**config.mk**
```make
export PLATFORM = sky130hd
export DESIGN_NAME = vlcfg_unit
export DESIGN_NICKNAME = d
export VERILOG_FILES = /design/src/rtl/vlcfg_pkg.sv /design/src/rtl/vlcfg_decode.sv /design/src/rtl/vlcfg_lensel.sv /design/src/rtl/vlcfg_state.sv /design/src/rtl/vlcfg_unit.sv
export SDC_FILE = /design/constraint.sdc
export NUM_CORES = 1
export LEC_CHECK = 0
export CORE_AREA = 2 2 98 100
export DETAILED_ROUTE_END_ITERATION = 7
export DIE_AREA = 0 0 100 102
export DONT_BUFFER_PORTS = 1
export SKIP_CTS_REPAIR_TIMING = 1
export SYNTH_ARGS = -nofsm -noshare
export SYNTH_HDL_FRONTEND = slang
export SYNTH_SLANG_ARGS = --single-unit
```
**constraint.sdc**
```tcl
create_clock -name clk -period 5.66 [get_ports clk]
set_clock_uncertainty 0.15 [all_clocks]
set_input_delay 0.283 -clock clk [delete_from_list [all_inputs] [get_ports clk]]
set_output_delay 0.283 -clock clk [all_outputs]
set_load 0.02 [all_outputs]
```
**src/rtl/vlcfg_pkg.sv**
```systemverilog
// Shared types and constants for the vector length configuration unit.
// Assumes LSB bit numbering of the 32-bit instruction word.
package vlcfg_pkg;

    localparam int          SVI_W    = 7;
    localparam int          IDX_W    = 5;
    localparam logic [4:0]  XO_SETVL = 5'b11011;

    // Fields of the word that steer this unit
    typedef struct packed {
        logic [SVI_W-1:0] svi;
        logic             set_mvl;
        logic             set_vl;
        logic             step;
    } vlcfg_fields_t;

    // Operation class derived from the mode bits
    typedef enum logic [1:0] {
        OP_IDLE   = 2'd0,
        OP_QUERY  = 2'd1,
        OP_CONFIG = 2'd2,
        OP_STEP   = 2'd3
    } vlcfg_op_e;

endpackage

```
**src/rtl/vlcfg_decode.sv**
```systemverilog
// Field extraction and operation classification.
// Assumes the caller already matched the primary opcode; only the
// sub-opcode is checked here. Purely combinational.
module vlcfg_decode
    import vlcfg_pkg::*;
(
    input  logic          valid_i,
    input  logic [31:0]   instr_i,
    output vlcfg_fields_t fields_o,
    output vlcfg_op_e     op_o
);
    localparam int POS_XO_LO  = 1;
    localparam int POS_STEP   = 6;
    localparam int POS_SETVL  = 7;
    localparam int POS_SETMVL = 8;
    localparam int POS_SVI_LO = 9;

    logic xo_hit;
    logic unused_word;

    // Sub-opcode match
    assign xo_hit = (instr_i[POS_XO_LO +: 5] == XO_SETVL);

    // Bits handled by other stages (opcode, register fields, record bit)
    assign unused_word = ^{instr_i[31:16], instr_i[0]};

    // Field extraction
    assign fields_o.svi     = instr_i[POS_SVI_LO +: SVI_W];
    assign fields_o.set_mvl = instr_i[POS_SETMVL];
    assign fields_o.set_vl  = instr_i[POS_SETVL];
    assign fields_o.step    = instr_i[POS_STEP];

    // Classify the operation
    always_comb begin
        if (!(valid_i && xo_hit))
            op_o = OP_IDLE;
        else if (fields_o.set_mvl || fields_o.set_vl)
            op_o = OP_CONFIG;
        else if (fields_o.step)
            op_o = OP_STEP;
        else
            op_o = OP_QUERY;
    end

endmodule

```
**src/rtl/vlcfg_lensel.sv**
```systemverilog
// Next-state computation: biased immediate, source selection, MIN
// against MVL, and RT writeback value. Combinational.
// Assumes XLEN > LEN_W.
module vlcfg_lensel
    import vlcfg_pkg::*;
#(
    parameter int XLEN  = 64,
    parameter int LEN_W = 7
) (
    input  vlcfg_fields_t    fields_i,
    input  vlcfg_op_e        op_i,
    input  logic             ra_zero_i,
    input  logic             rt_zero_i,
    input  logic [XLEN-1:0]  ra_val_i,
    input  logic [XLEN-1:0]  ctr_val_i,
    input  logic [LEN_W-1:0] cur_mvl_i,
    input  logic [LEN_W-1:0] cur_vl_i,
    output logic [LEN_W-1:0] nxt_mvl_o,
    output logic [LEN_W-1:0] nxt_vl_o,
    output logic             wb_en_o,
    output logic [XLEN-1:0]  wb_data_o
);
    localparam int               SUM_W   = SVI_W + 1;
    localparam logic [LEN_W-1:0] LEN_MAX = '1;

    logic [SUM_W-1:0] imm_sum;
    logic [LEN_W-1:0] imm_len;
    logic [LEN_W-1:0] mvl_eff;
    logic [XLEN-1:0]  cap_ext;
    logic [XLEN-1:0]  src;
    logic [LEN_W-1:0] capped;

    // Biased immediate
    assign imm_sum = {1'b0, fields_i.svi} + SUM_W'(1);

    // Fit the biased immediate into the length register
    generate
        if (LEN_W >= SUM_W) begin : g_imm_fits
            assign imm_len = LEN_W'(imm_sum);
        end else begin : g_imm_sat
            localparam logic [SUM_W-1:0] MAX_EXT = {{(SUM_W-LEN_W){1'b0}}, LEN_MAX};
            assign imm_len = (imm_sum > MAX_EXT) ? LEN_MAX : imm_sum[LEN_W-1:0];
        end
    endgenerate

    // New MVL takes effect before the MIN
    assign mvl_eff = fields_i.set_mvl ? imm_len : cur_mvl_i;
    assign cap_ext = {{(XLEN-LEN_W){1'b0}}, mvl_eff};

    // Source for VL picked by the register indices
    always_comb begin
        if (!ra_zero_i)
            src = ra_val_i;
        else if (!rt_zero_i)
            src = ctr_val_i;
        else
            src = {{(XLEN-LEN_W){1'b0}}, imm_len};
    end

    // Unsigned MIN against MVL
    assign capped = (src < cap_ext) ? src[LEN_W-1:0] : mvl_eff;

    // Next lengths and writeback per operation class
    always_comb begin
        nxt_mvl_o = cur_mvl_i;
        nxt_vl_o  = cur_vl_i;
        wb_en_o   = 1'b0;
        wb_data_o = '0;
        case (op_i)
            OP_CONFIG: begin
                nxt_mvl_o = mvl_eff;
                if (fields_i.set_vl) begin
                    nxt_vl_o  = capped;
                    wb_en_o   = !rt_zero_i;
                    wb_data_o = {{(XLEN-LEN_W){1'b0}}, capped};
                end else if (cur_vl_i > mvl_eff) begin
                    nxt_vl_o = mvl_eff;
                end
            end
            OP_QUERY: begin
                wb_en_o   = !rt_zero_i;
                wb_data_o = {{(XLEN-LEN_W){1'b0}}, cur_vl_i};
            end
            default: ;
        endcase
    end

endmodule

```
**src/rtl/vlcfg_state.sv**
```systemverilog
// Architectural MVL and VL registers plus the registered RT writeback.
// Assumes next values already respect VL <= MVL.
module vlcfg_state #(
    parameter int XLEN  = 64,
    parameter int LEN_W = 7
) (
    input  logic             clk,
    input  logic             rst_n,
    input  logic             load_i,
    input  logic [LEN_W-1:0] nxt_mvl_i,
    input  logic [LEN_W-1:0] nxt_vl_i,
    input  logic             wb_en_i,
    input  logic [XLEN-1:0]  wb_data_i,
    output logic [LEN_W-1:0] mvl_o,
    output logic [LEN_W-1:0] vl_o,
    output logic             rt_we_o,
    output logic [XLEN-1:0]  rt_data_o
);
    localparam logic [LEN_W-1:0] LEN_ONE = LEN_W'(1);

    // Length registers, scalar identity at reset
    always_ff @(posedge clk) begin
        if (!rst_n) begin
            mvl_o <= LEN_ONE;
            vl_o  <= LEN_ONE;
        end else if (load_i) begin
            mvl_o <= nxt_mvl_i;
            vl_o  <= nxt_vl_i;
        end
    end

    // Writeback pulse and data
    always_ff @(posedge clk) begin
        if (!rst_n) begin
            rt_we_o   <= 1'b0;
            rt_data_o <= '0;
        end else begin
            rt_we_o   <= wb_en_i;
            rt_data_o <= wb_data_i;
        end
    end

    assert_vl_le_mvl_R9: assert property (@(posedge clk) disable iff (!rst_n)
        vl_o <= mvl_o);

    assert_mvl_nonzero_R3: assert property (@(posedge clk) disable iff (!rst_n)
        mvl_o != '0);

    assert_wb_matches_vl_R5: assert property (@(posedge clk) disable iff (!rst_n)
        rt_we_o |-> (rt_data_o == {{(XLEN-LEN_W){1'b0}}, vl_o}));

    assert_idle_holds_R10: assert property (@(posedge clk) disable iff (!rst_n)
        !load_i |=> ($stable(mvl_o) && $stable(vl_o)));

endmodule

```
**src/rtl/vlcfg_unit.sv**
```systemverilog
// Vector length configuration unit top: decode, next-state, registers.
// One instruction per cycle; results visible after the issuing edge.
module vlcfg_unit
    import vlcfg_pkg::*;
#(
    parameter int XLEN  = 64,
    parameter int LEN_W = 7
) (
    input  logic             clk,
    input  logic             rst_n,
    input  logic             instr_valid,
    input  logic [31:0]      instr,
    input  logic [IDX_W-1:0] ra_idx,
    input  logic [IDX_W-1:0] rt_idx,
    input  logic [XLEN-1:0]  ra_val,
    input  logic [XLEN-1:0]  ctr_val,
    output logic [LEN_W-1:0] mvl,
    output logic [LEN_W-1:0] vl,
    output logic             rt_we,
    output logic [XLEN-1:0]  rt_data
);
    vlcfg_fields_t    fields;
    vlcfg_op_e        op;
    logic [LEN_W-1:0] nxt_mvl;
    logic [LEN_W-1:0] nxt_vl;
    logic             wb_en;
    logic [XLEN-1:0]  wb_data;
    logic             ra_zero;
    logic             rt_zero;

    // Index tests that pick the VL source
    assign ra_zero = (ra_idx == '0);
    assign rt_zero = (rt_idx == '0);

    vlcfg_decode u_decode (
        .valid_i  (instr_valid),
        .instr_i  (instr),
        .fields_o (fields),
        .op_o     (op)
    );

    vlcfg_lensel #(.XLEN(XLEN), .LEN_W(LEN_W)) u_lensel (
        .fields_i  (fields),
        .op_i      (op),
        .ra_zero_i (ra_zero),
        .rt_zero_i (rt_zero),
        .ra_val_i  (ra_val),
        .ctr_val_i (ctr_val),
        .cur_mvl_i (mvl),
        .cur_vl_i  (vl),
        .nxt_mvl_o (nxt_mvl),
        .nxt_vl_o  (nxt_vl),
        .wb_en_o   (wb_en),
        .wb_data_o (wb_data)
    );

    vlcfg_state #(.XLEN(XLEN), .LEN_W(LEN_W)) u_state (
        .clk       (clk),
        .rst_n     (rst_n),
        .load_i    (op == OP_CONFIG),
        .nxt_mvl_i (nxt_mvl),
        .nxt_vl_i  (nxt_vl),
        .wb_en_i   (wb_en),
        .wb_data_i (wb_data),
        .mvl_o     (mvl),
        .vl_o      (vl),
        .rt_we_o   (rt_we),
        .rt_data_o (rt_data)
    );

    assert_bad_xo_ignored_R2: assert property (@(posedge clk) disable iff (!rst_n)
        (instr_valid && instr[5:1] != XO_SETVL)
        |=> ($stable(mvl) && $stable(vl) && !rt_we));

    assert_query_no_change_R8: assert property (@(posedge clk) disable iff (!rst_n)
        (instr_valid && instr[5:1] == XO_SETVL && instr[8:6] == 3'b000)
        |=> ($stable(mvl) && $stable(vl)));

    assert_ra_bounds_vl_R6: assert property (@(posedge clk) disable iff (!rst_n)
        (instr_valid && instr[5:1] == XO_SETVL && instr[7] && ra_idx != '0)
        |=> ({{(XLEN-LEN_W){1'b0}}, vl} <= $past(ra_val)));

    assert_step_no_change_R11: assert property (@(posedge clk) disable iff (!rst_n)
        (instr_valid && instr[5:1] == XO_SETVL && instr[8:6] == 3'b001)
        |=> ($stable(mvl) && $stable(vl) && !rt_we));

endmodule

```
# Word-level counts from Yosys, hierarchy flattened
# Cells that the tools add are included.
[totals] ff_bits=79 latchBits=0 ram_bits=0 romBits=0 input_bits=173 output_inout_bits=79 memories=0
[op_classes] addsub=1 mul=0 div_mod_pow=0 magnitude_cmp=3 eq_ne=3 n_shift=0 mux=14 bitwise=0 reduce_logical=7
[op_table] operator="64-bit two-way mux" count=2
[op_table] operator="64-bit case mux with 2 select lines" count=1
[op_table] operator="64-bit by 7-bit < comparator with 1-bit output" count=1
[op_table] operator="7-bit two-way mux" count=6
[op_table] operator="5-bit zero test" count=2
[op_table] operator="7-bit by 1-bit adder with 8-bit output, second input constant" count=1
[op_table] operator="8-bit by 7-bit > comparator with 1-bit output, second input constant" count=1
[op_table] operator="7-bit > comparator" count=1
[op_table] operator="2-bit two-way mux" count=3
[op_table] operator="5-bit == test, second input constant" count=1
[op_table] operator="2-bit by 1-bit == test with 1-bit output, second input constant" count=1
[op_table] operator="2-bit == test, second input constant" count=1
[op_table] operator="1-bit case mux with 2 select lines" count=1
[op_table] operator="2-bit AND reduction" count=1
[op_table] operator="2-bit nonzero test" count=1
[op_table] operator="1-bit logical AND" count=1
[op_table] operator="1-bit zero test" count=1
[op_table] operator="1-bit logical OR" count=1
[op_table] operator="1-bit two-way mux" count=1

# Depth between registers and ports, before layout
# Gate-level depths: netlist of the first run.
[depth] ltp_word=9 mapped_depth=14 ltp_nobuf=12

# By module
# From an unflattened synthesis of the first run, not the netlist that was laid out.
[unflattened] cells_unflattened=467 area_unflattened_um2=4305.4
[by_module_without_submodules] module="vlcfg_state" instances=1 cells_each=182 area_each_um2=2289.7 seq_area_each_um2=1581.5
[by_module_without_submodules] module="vlcfg_lensel" instances=1 cells_each=265 area_each_um2=1856.8 seq_area_each_um2=0.0
[by_module_without_submodules] module="vlcfg_decode" instances=1 cells_each=15 area_each_um2=130.1 seq_area_each_um2=0.0
[by_module_without_submodules] module="vlcfg_unit" instances=1 cells_each=5 area_each_um2=28.8 seq_area_each_um2=0.0

# Worst setup path after synthesis of the first run
# Ideal clock, no wire load.
[synth_path] path_type="input to register" start="in ra_idx[0]" end="reg u_state.vl_o[0]" setup_time_ns=0.122 arrival_ns=2.978 t_required_ns=5.388 slack_ns=2.410 stages=12 path_cell_list="or4_4 nor2_1 nor2_1 a31oi_1 ha_1 a211o_1 o221ai_1 a221o_1 a31o_1 buf_6 nand3_2 a311o_1"
[synth_between] elab_chain_len=5
[synth_rtl] element="start, declared" line="vlcfg_unit.sv:13" rtl="input logic [IDX_W-1:0] ra_idx,"
[synth_rtl] element="5-bit zero test (*)" line="vlcfg_unit.sv:32" rtl="assign ra_zero = (ra_idx == '0);"
[synth_rtl] element="64-bit two-way mux (*)" line="vlcfg_lensel.sv:52" rtl="if (!ra_zero_i)"
[synth_rtl] element="64-bit by 7-bit < comparator with 1-bit output" line="vlcfg_lensel.sv:61" rtl="assign capped = (src < cap_ext) ? src[LEN_W-1:0] : mvl_eff;"
[synth_rtl] element="7-bit two-way mux (*)" line="vlcfg_lensel.sv:61"
[synth_rtl] element="7-bit two-way mux (*)" line="vlcfg_lensel.sv:72" rtl="if (fields_i.set_vl) begin"
[synth_rtl] element="end signal, assigned" line="vlcfg_state.sv:28" rtl="vl_o <= nxt_vl_i;"
[synth_rtl] element="end, declared" line="vlcfg_state.sv:15" rtl="output logic [LEN_W-1:0] vl_o,"
# Every way passes the cells marked *; elsewhere a longest branch is shown, timed or not.
# A chain may end at the register's enable or synchronous reset.

# Worst setup path in the final report of the first run
[layout_path] start="in ra_idx[0]" end="reg u_state.rt_data_o[5]"
[layout_between] elab_chain_len=6
[layout_rtl] element="5-bit zero test (*)" line="vlcfg_unit.sv:32"
[layout_rtl] element="64-bit two-way mux (*)" line="vlcfg_lensel.sv:52"
[layout_rtl] element="64-bit by 7-bit < comparator with 1-bit output" line="vlcfg_lensel.sv:61"
[layout_rtl] element="7-bit two-way mux (*)" line="vlcfg_lensel.sv:61"
[layout_rtl] element="7-bit two-way mux (*)" line="vlcfg_lensel.sv:72"
[layout_rtl] element="64-bit case mux with 2 select lines (*)" line="vlcfg_lensel.sv:69" rtl="case (op_i)"
[layout_rtl] element="end signal, assigned" line="vlcfg_state.sv:39" rtl="rt_data_o <= wb_data_i;"
[layout_rtl] element="end, declared" line="vlcfg_state.sv:17" rtl="output logic [XLEN-1:0] rt_data_o"
# Marks and branches as above.

==> impl_metrics.tcl, run 1 <==
set metrics [dict create \
    wl_per_cell_um 21.1 \
    avgSynthCellArea_um2 7.46 \
    initial_core_util_pct 27.0 \
    max_freq_mhz 259 \
    min_period_ns 3.86 \
    clock_latency_ns 0.27 \
    setup_viol 0 \
    syn_inst 329 \
    place_ws_ns 1.53 \
    r2r-start "u_state.mvl_o[3]" \
    dieArea_um2 10200 \
    cp-start-kind "input port" \
    vias 2529 \
    fin_area_um2 2390 \
    wl_um 9200 \
    drc_errors 0 \
    syn_area_um2 2450 \
    grt_overflow_total 0 \
    critPathArrivalTime_ns 3.86 \
    cts_tree "built" \
    port_buffers 0 \
    cts_root_buf "clkbuf_8" \
    cap_violations 0 \
    die_x_um 100 \
    clockBufferDepth 2 \
    nNetsFinal 511 \
    status "finished clean" \
    crit_path_end_kind "register" \
    leakage_uw 0.000860 \
    antenna_left 0 \
    grt_usage_pct 16.8 \
    path_cells "or4_4 > nor2_1 > o21ai_0 > o21ai_0 > ha_1 > and3_1 > o221ai_1 > a221o_1 > a31oi_2 > nor2_1 > o311ai_1" \
    layout-drive-gt1-share_pct 3.42 \
    synth_edf_count 0 \
    first_pass_iters 4 \
    hold_violations 0 \
    synthXorXnorAreaFrac_pct 0.357 \
    synth.distinct_cells 50 \
    synth-simple-area-share_pct 30.1 \
    slew_violations 0 \
    rows 35 \
    layout_setup_ws_ns 1.80 \
    ir_worst_vdd_mv 0.0685 \
    yosysSeqAreaShare_pct 17.9 \
    antenna_found_initial 3 \
    gp_congestion 0.907 \
    cts_buffers 3 \
    async_flop_share_pct 0 \
    worstMarginPinSlew_ns 1.20 \
    htree_levels 1 \
    critical_path_class "input port to register" \
    cp_max_fo 11 \
    rsz0062_at_grt "no" \
    path_clk_slew_ns 0.09 \
    finalSetupTns_ns 0 \
    synthAdderAreaFrac_pct 7.14 \
    cp_slowest_cell "or4_4" \
    via_per_inst 5.80 \
    dp_hpwl_um 7720 \
    drt_iter0_drc 273 \
    slew_headroom_pct 20.3 \
    area_growth_pct -2.60 \
    min_period_over_period_pct 68.2 \
    crit_start "ra_idx[0]" \
    ys_ff_latch 22 \
    power.density_nw_per_um2 150 \
    numClockSinks 22 \
    required_ns 5.66 \
    die_height_um 102 \
    synth_flop_cell "dfxtp_1" \
    yosysWarningCount 0 \
    synthMuxAreaShare_pct 1.22 \
    cpPeakStageDelay_ns 0.53 \
    synth_top_family_by_area "simple AND/OR/NAND/NOR gates" \
    grt_pass1_wl_um 13000 \
    hold_start "rst_n" \
    grt_max_degree 17 \
    num_io_pins 252 \
    hp-class "input port to register" \
    grt_pass1_vias 2317 \
    synth_compound_area_share_pct 22.5 \
    core_um2 9110 \
    placed_area_um2 2330 \
]
==> area by class of cell <==
cell class | count | area [um^2]
multi-input combinational | 289 | 1720
timing repair buffer | 3 | 25.0
antenna | 3 | 7.51
fill | 1020 | 6720
inverter | 5 | 18.8
clock buffer | 3 | 41.3
tap | 111 | 139
sequential | 22 | 440
==> synth_stat cells, types with 2 or more instances <==
library cell	count	area [um^2]
a2111oi_0	3	26.3
ha_1	14	175
o21ai_1	2	10.0
and4_1	2	17.5
nand3_1	15	75.1
a31o_1	2	17.5
a221o_1	2	20.0
a32o_1	3	30.0
buf_4	58	435
o311ai_1	8	70.1
nor2b_1	4	25.0
a31oi_1	6	37.5
nand2b_1	3	18.8
o21a_1	2	15.0
nor3_1	5	25.0
buf_2	2	10.0
o21ai_0	8	40.0
and2_1	2	12.5
and3_1	4	25.0
dfxtp_1	22	440
mux2i_1	3	30.0
o22ai_1	2	12.5
nor2_1	22	82.6
clkbuf_1	8	30.0
nand4_1	15	93.8
nor4_1	30	188
nand2_1	27	101
a21o_1	4	30.0
o31ai_1	3	22.5
nand4b_1	2	17.5
a21oi_1	13	65.1
inv_1	4	15.0
a211oi_1	6	45.0
o221ai_1	7	61.3
==> cells in the final DEF, fill, tap and decap left out, types with 4 or more instances in the layout <==
cell type,netlist,final
a31oi_1,6,6
nor4_1,30,30
a211oi_1,6,6
o311ai_1,8,8
inv_1,4,4
nor2b_1,4,4
nor2_1,22,22
nand2_1,27,27
nor3_1,5,5
a21o_1,4,4
o221ai_1,7,7
o21ai_0,8,8
nand3_1,15,15
dfxtp_1,22,22
nand4_1,15,15
and3_1,4,4
conb_1,1,57
a21oi_1,13,13
ha_1,14,14
==> critical path: cells and delay by family <==
kind	cells	cell delay (ns)
AND/OR/NAND/NOR	4	1.39
AO/OA/AOI/OAI	6	1.96
adder cells (fa/ha/maj)	1	0.22
==> per-layer routing <==
layer	routed length [um]	track usage, %
met5	0	0
met4	255	5.69
met3	886	4.45
met2	4860	31.9
met1	3200	18.1
==> kinds of logic (layout without fill, tap and decap cells) <==
kind of cell,Yosys count,in the layout
muxes,3,3
and+or+nand+nor,138,138
buffers and inverters,74,11
AOI/OAI and AO/OA,76,76
DFF,22,22
other,1,60
adders and majority gates,14,14
xor gates and xnor gates,1,1
==> report_power, final <==
group | internal [uW] | leakage [uW] | total (uW) | switching (uW)
Sequential | 155 | 0.000177 | 157 | 1.52
Combinational | 24.6 | 0.000661 | 97.7 | 73.0
Clock | 47.7 | 0.0000216 | 105 | 57.6
==> state kept, by name (all words and copies together) (netlist names) <==
register and flops:
u_state.rt_data_o 7, u_state.mvl_o 7, u_state.vl_o 7, u_state.rt_we_o 1
==> path summary, 6_finish.rpt <==
path	end	slack [ns]	depth (start not counted)
hold / removal	u_state.rt_we_o	0.007	2
setup / recovery	u_state.rt_data_o[5]	1.80	11
setup reg to reg	u_state.vl_o[0]	2.19	8
hold reg to reg	u_state.mvl_o[4]	0.45	2
==> per-stage QoR <==
step                total power (uW)  instances  util [%]  hold WS [ns]
detailed placement               256        429      25.6         0.221
global placement                 256        429      25.6         0.211
CTS                              357        432      26.1       -0.0595
finish                           360        436      26.3       0.00742
global route                     381        434      26.2       0.00152
floorplan                        273        385         -         0.277
Power figures use the tool's default switching activity.
==> run 2: changes to the inputs <==
==> constraint.sdc (replaced) <==
create_clock -name clk -period 3.9 [get_ports clk]
set_clock_uncertainty 0.15 [all_clocks]
set_input_delay 0.195 -clock clk [delete_from_list [all_inputs] [get_ports clk]]
set_output_delay 0.195 -clock clk [all_outputs]
set_load 0.02 [all_outputs]
==> impl_metrics.tcl, run 2 (synthesis results as in run 1) <==
set metrics [dict create \
    cts_root_buf "clkbuf_8" \
    hold_violations 2 \
    min_period_over_period_pct 85.2 \
    multi_input_comb_area_um2 1720 \
    initial_core_util_pct 27.0 \
    leakage_uw 0.000923 \
    dieArea_um2 10200 \
    critPathArrivalTime_ns 3.33 \
    hold_start "rst_n" \
    rsz0062_at_grt "no" \
    numClockSinks 22 \
    first_pass_iters 5 \
    worst_hold_slack_ns -0.0205 \
    seqCellArea_um2 440 \
    via_per_inst 5.90 \
    num_io_pins 252 \
    path_clk_slew_ns 0.08 \
    cts_tree "built" \
    antenna_found_initial 2 \
    finalSetupTns_ns 0 \
    slew_headroom_pct 7.80 \
    grt_pass1_vias 2325 \
    worstMarginPinSlew_ns 1.37 \
    setup_viol 0 \
    min_period_ns 3.32 \
    layout-drive-gt1-share_pct 6.87 \
    required_ns 3.91 \
    crit_start "ra_idx[0]" \
    status "finished with violations" \
    cts_buffers 3 \
    violations "negative hold slack" \
    slew_violations 0 \
    antenna_left 0 \
    drt_iter0_drc 220 \
    ir_worst_vdd_mv 0.128 \
    wl_per_cell_um 20.7 \
    layout_common_cells "57 x conb_1, 30 x nor4_1, 27 x nand2_1" \
    clock_latency_ns 0.27 \
    dp_hpwl_um 7810 \
    fin_area_um2 2490 \
    cap_violations 0 \
    gp_congestion 0.870 \
    critical_path_class "input port to register" \
    vias 2642 \
    htree_levels 1 \
    port_buffers 0 \
    die_x_um 100 \
    die_height_um 102 \
    grt_pass1_wl_um 12600 \
    placed_area_um2 2410 \
    drc_errors 0 \
    p_total_uw 553 \
    cp_max_fo 9 \
    rows 35 \
    crit_path_end_kind "register" \
    max_freq_mhz 301 \
    core_um2 9110 \
    grt_overflow_total 0 \
    top_regs "u_state.mvl_o x7, u_state.rt_data_o x7, u_state.vl_o x7" \
    n_fill_cell 1016 \
    hp-class "input port to register" \
    final_common_cell "conb_1" \
    r2r-start "u_state.mvl_o[3]" \
    grt_usage_pct 16.4 \
    power.density_nw_per_um2 222 \
    utilization_pct 27.4 \
    area_growth_pct 1.63 \
    grt_max_degree 17 \
    clockBufferDepth 2 \
    nNetsFinal 523 \
    wl_um 9260 \
    cp-start-kind "input port" \
]
==> run 2: cell types whose count changed in the layout (fill, tap and decap cells not counted) <==
cell           previous run  this run
buf_4                     2        13
clkbuf_8                  3         4
diode_2                   3         2
dlygate4sd3_1             1         2
==> run 2: final timing paths <==
check / depth (start not counted) / slack (ns) / endpoint
max: 11 / 0.58 / u_state.vl_o[0]
min: 2 / -0.02 / u_state.vl_o[2]
max reg2reg: 10 / 0.88 / u_state.vl_o[0]
min reg2reg: 2 / 0.44 / u_state.mvl_o[2]
==> run 2: metrics by stage <==
stage               hold WS (ns)  std cells  setup slack [ns]
CTS                       -0.160        444             0.625
detailed placement         0.129        440             0.351
floorplan                  0.189        385             0.738
global route             0.00213        448             0.410
finish                   -0.0205        448             0.577
global placement           0.123        440             0.369
==> run 2: metal layers <==
| metal | part of all wire, % | vias up | global-route usage (%) |
|---|---|---|---|
| met1 | 34 | 1234 | 18.1 |
| met3 | 9.6 | 29 | 2.60 |
| met2 | 53 | 208 | 31.5 |
| li1 | - | 1171 | - |
| met5 | 0 | - | 0 |
| met4 | 3.2 | 0 | 6.32 |
==> run 2: critical path: stages <==
cell	delay [ns]
or4_4	0.53
nor2_1	0.33
o21ai_0	0.15
o21ai_0	0.47
ha_1	0.32
and3_1	0.18
o221ai_1	0.07
a221o_1	0.18
a31o_1	0.36
nand3_2	0.16
a311o_1	0.37
==> run 2: cell type report <==
type | count | area share, %
multi-input cells | 289 | 68.9
flip-flops and latches | 22 | 17.7
well taps | 111 | 5.57
repair buffers | 15 | 4.71
clock buffers | 4 | 2.21
inverters | 5 | 0.752
diodes | 2 | 0.201
==> run 2: power breakdown <==
group / internal [uW] / switching [uW] / total (uW)
registers: 225 / 2.19 / 228
logic: 42.3 / 110 / 152
clock network: 90.3 / 82.8 / 173
total: 358 / 195 / 553
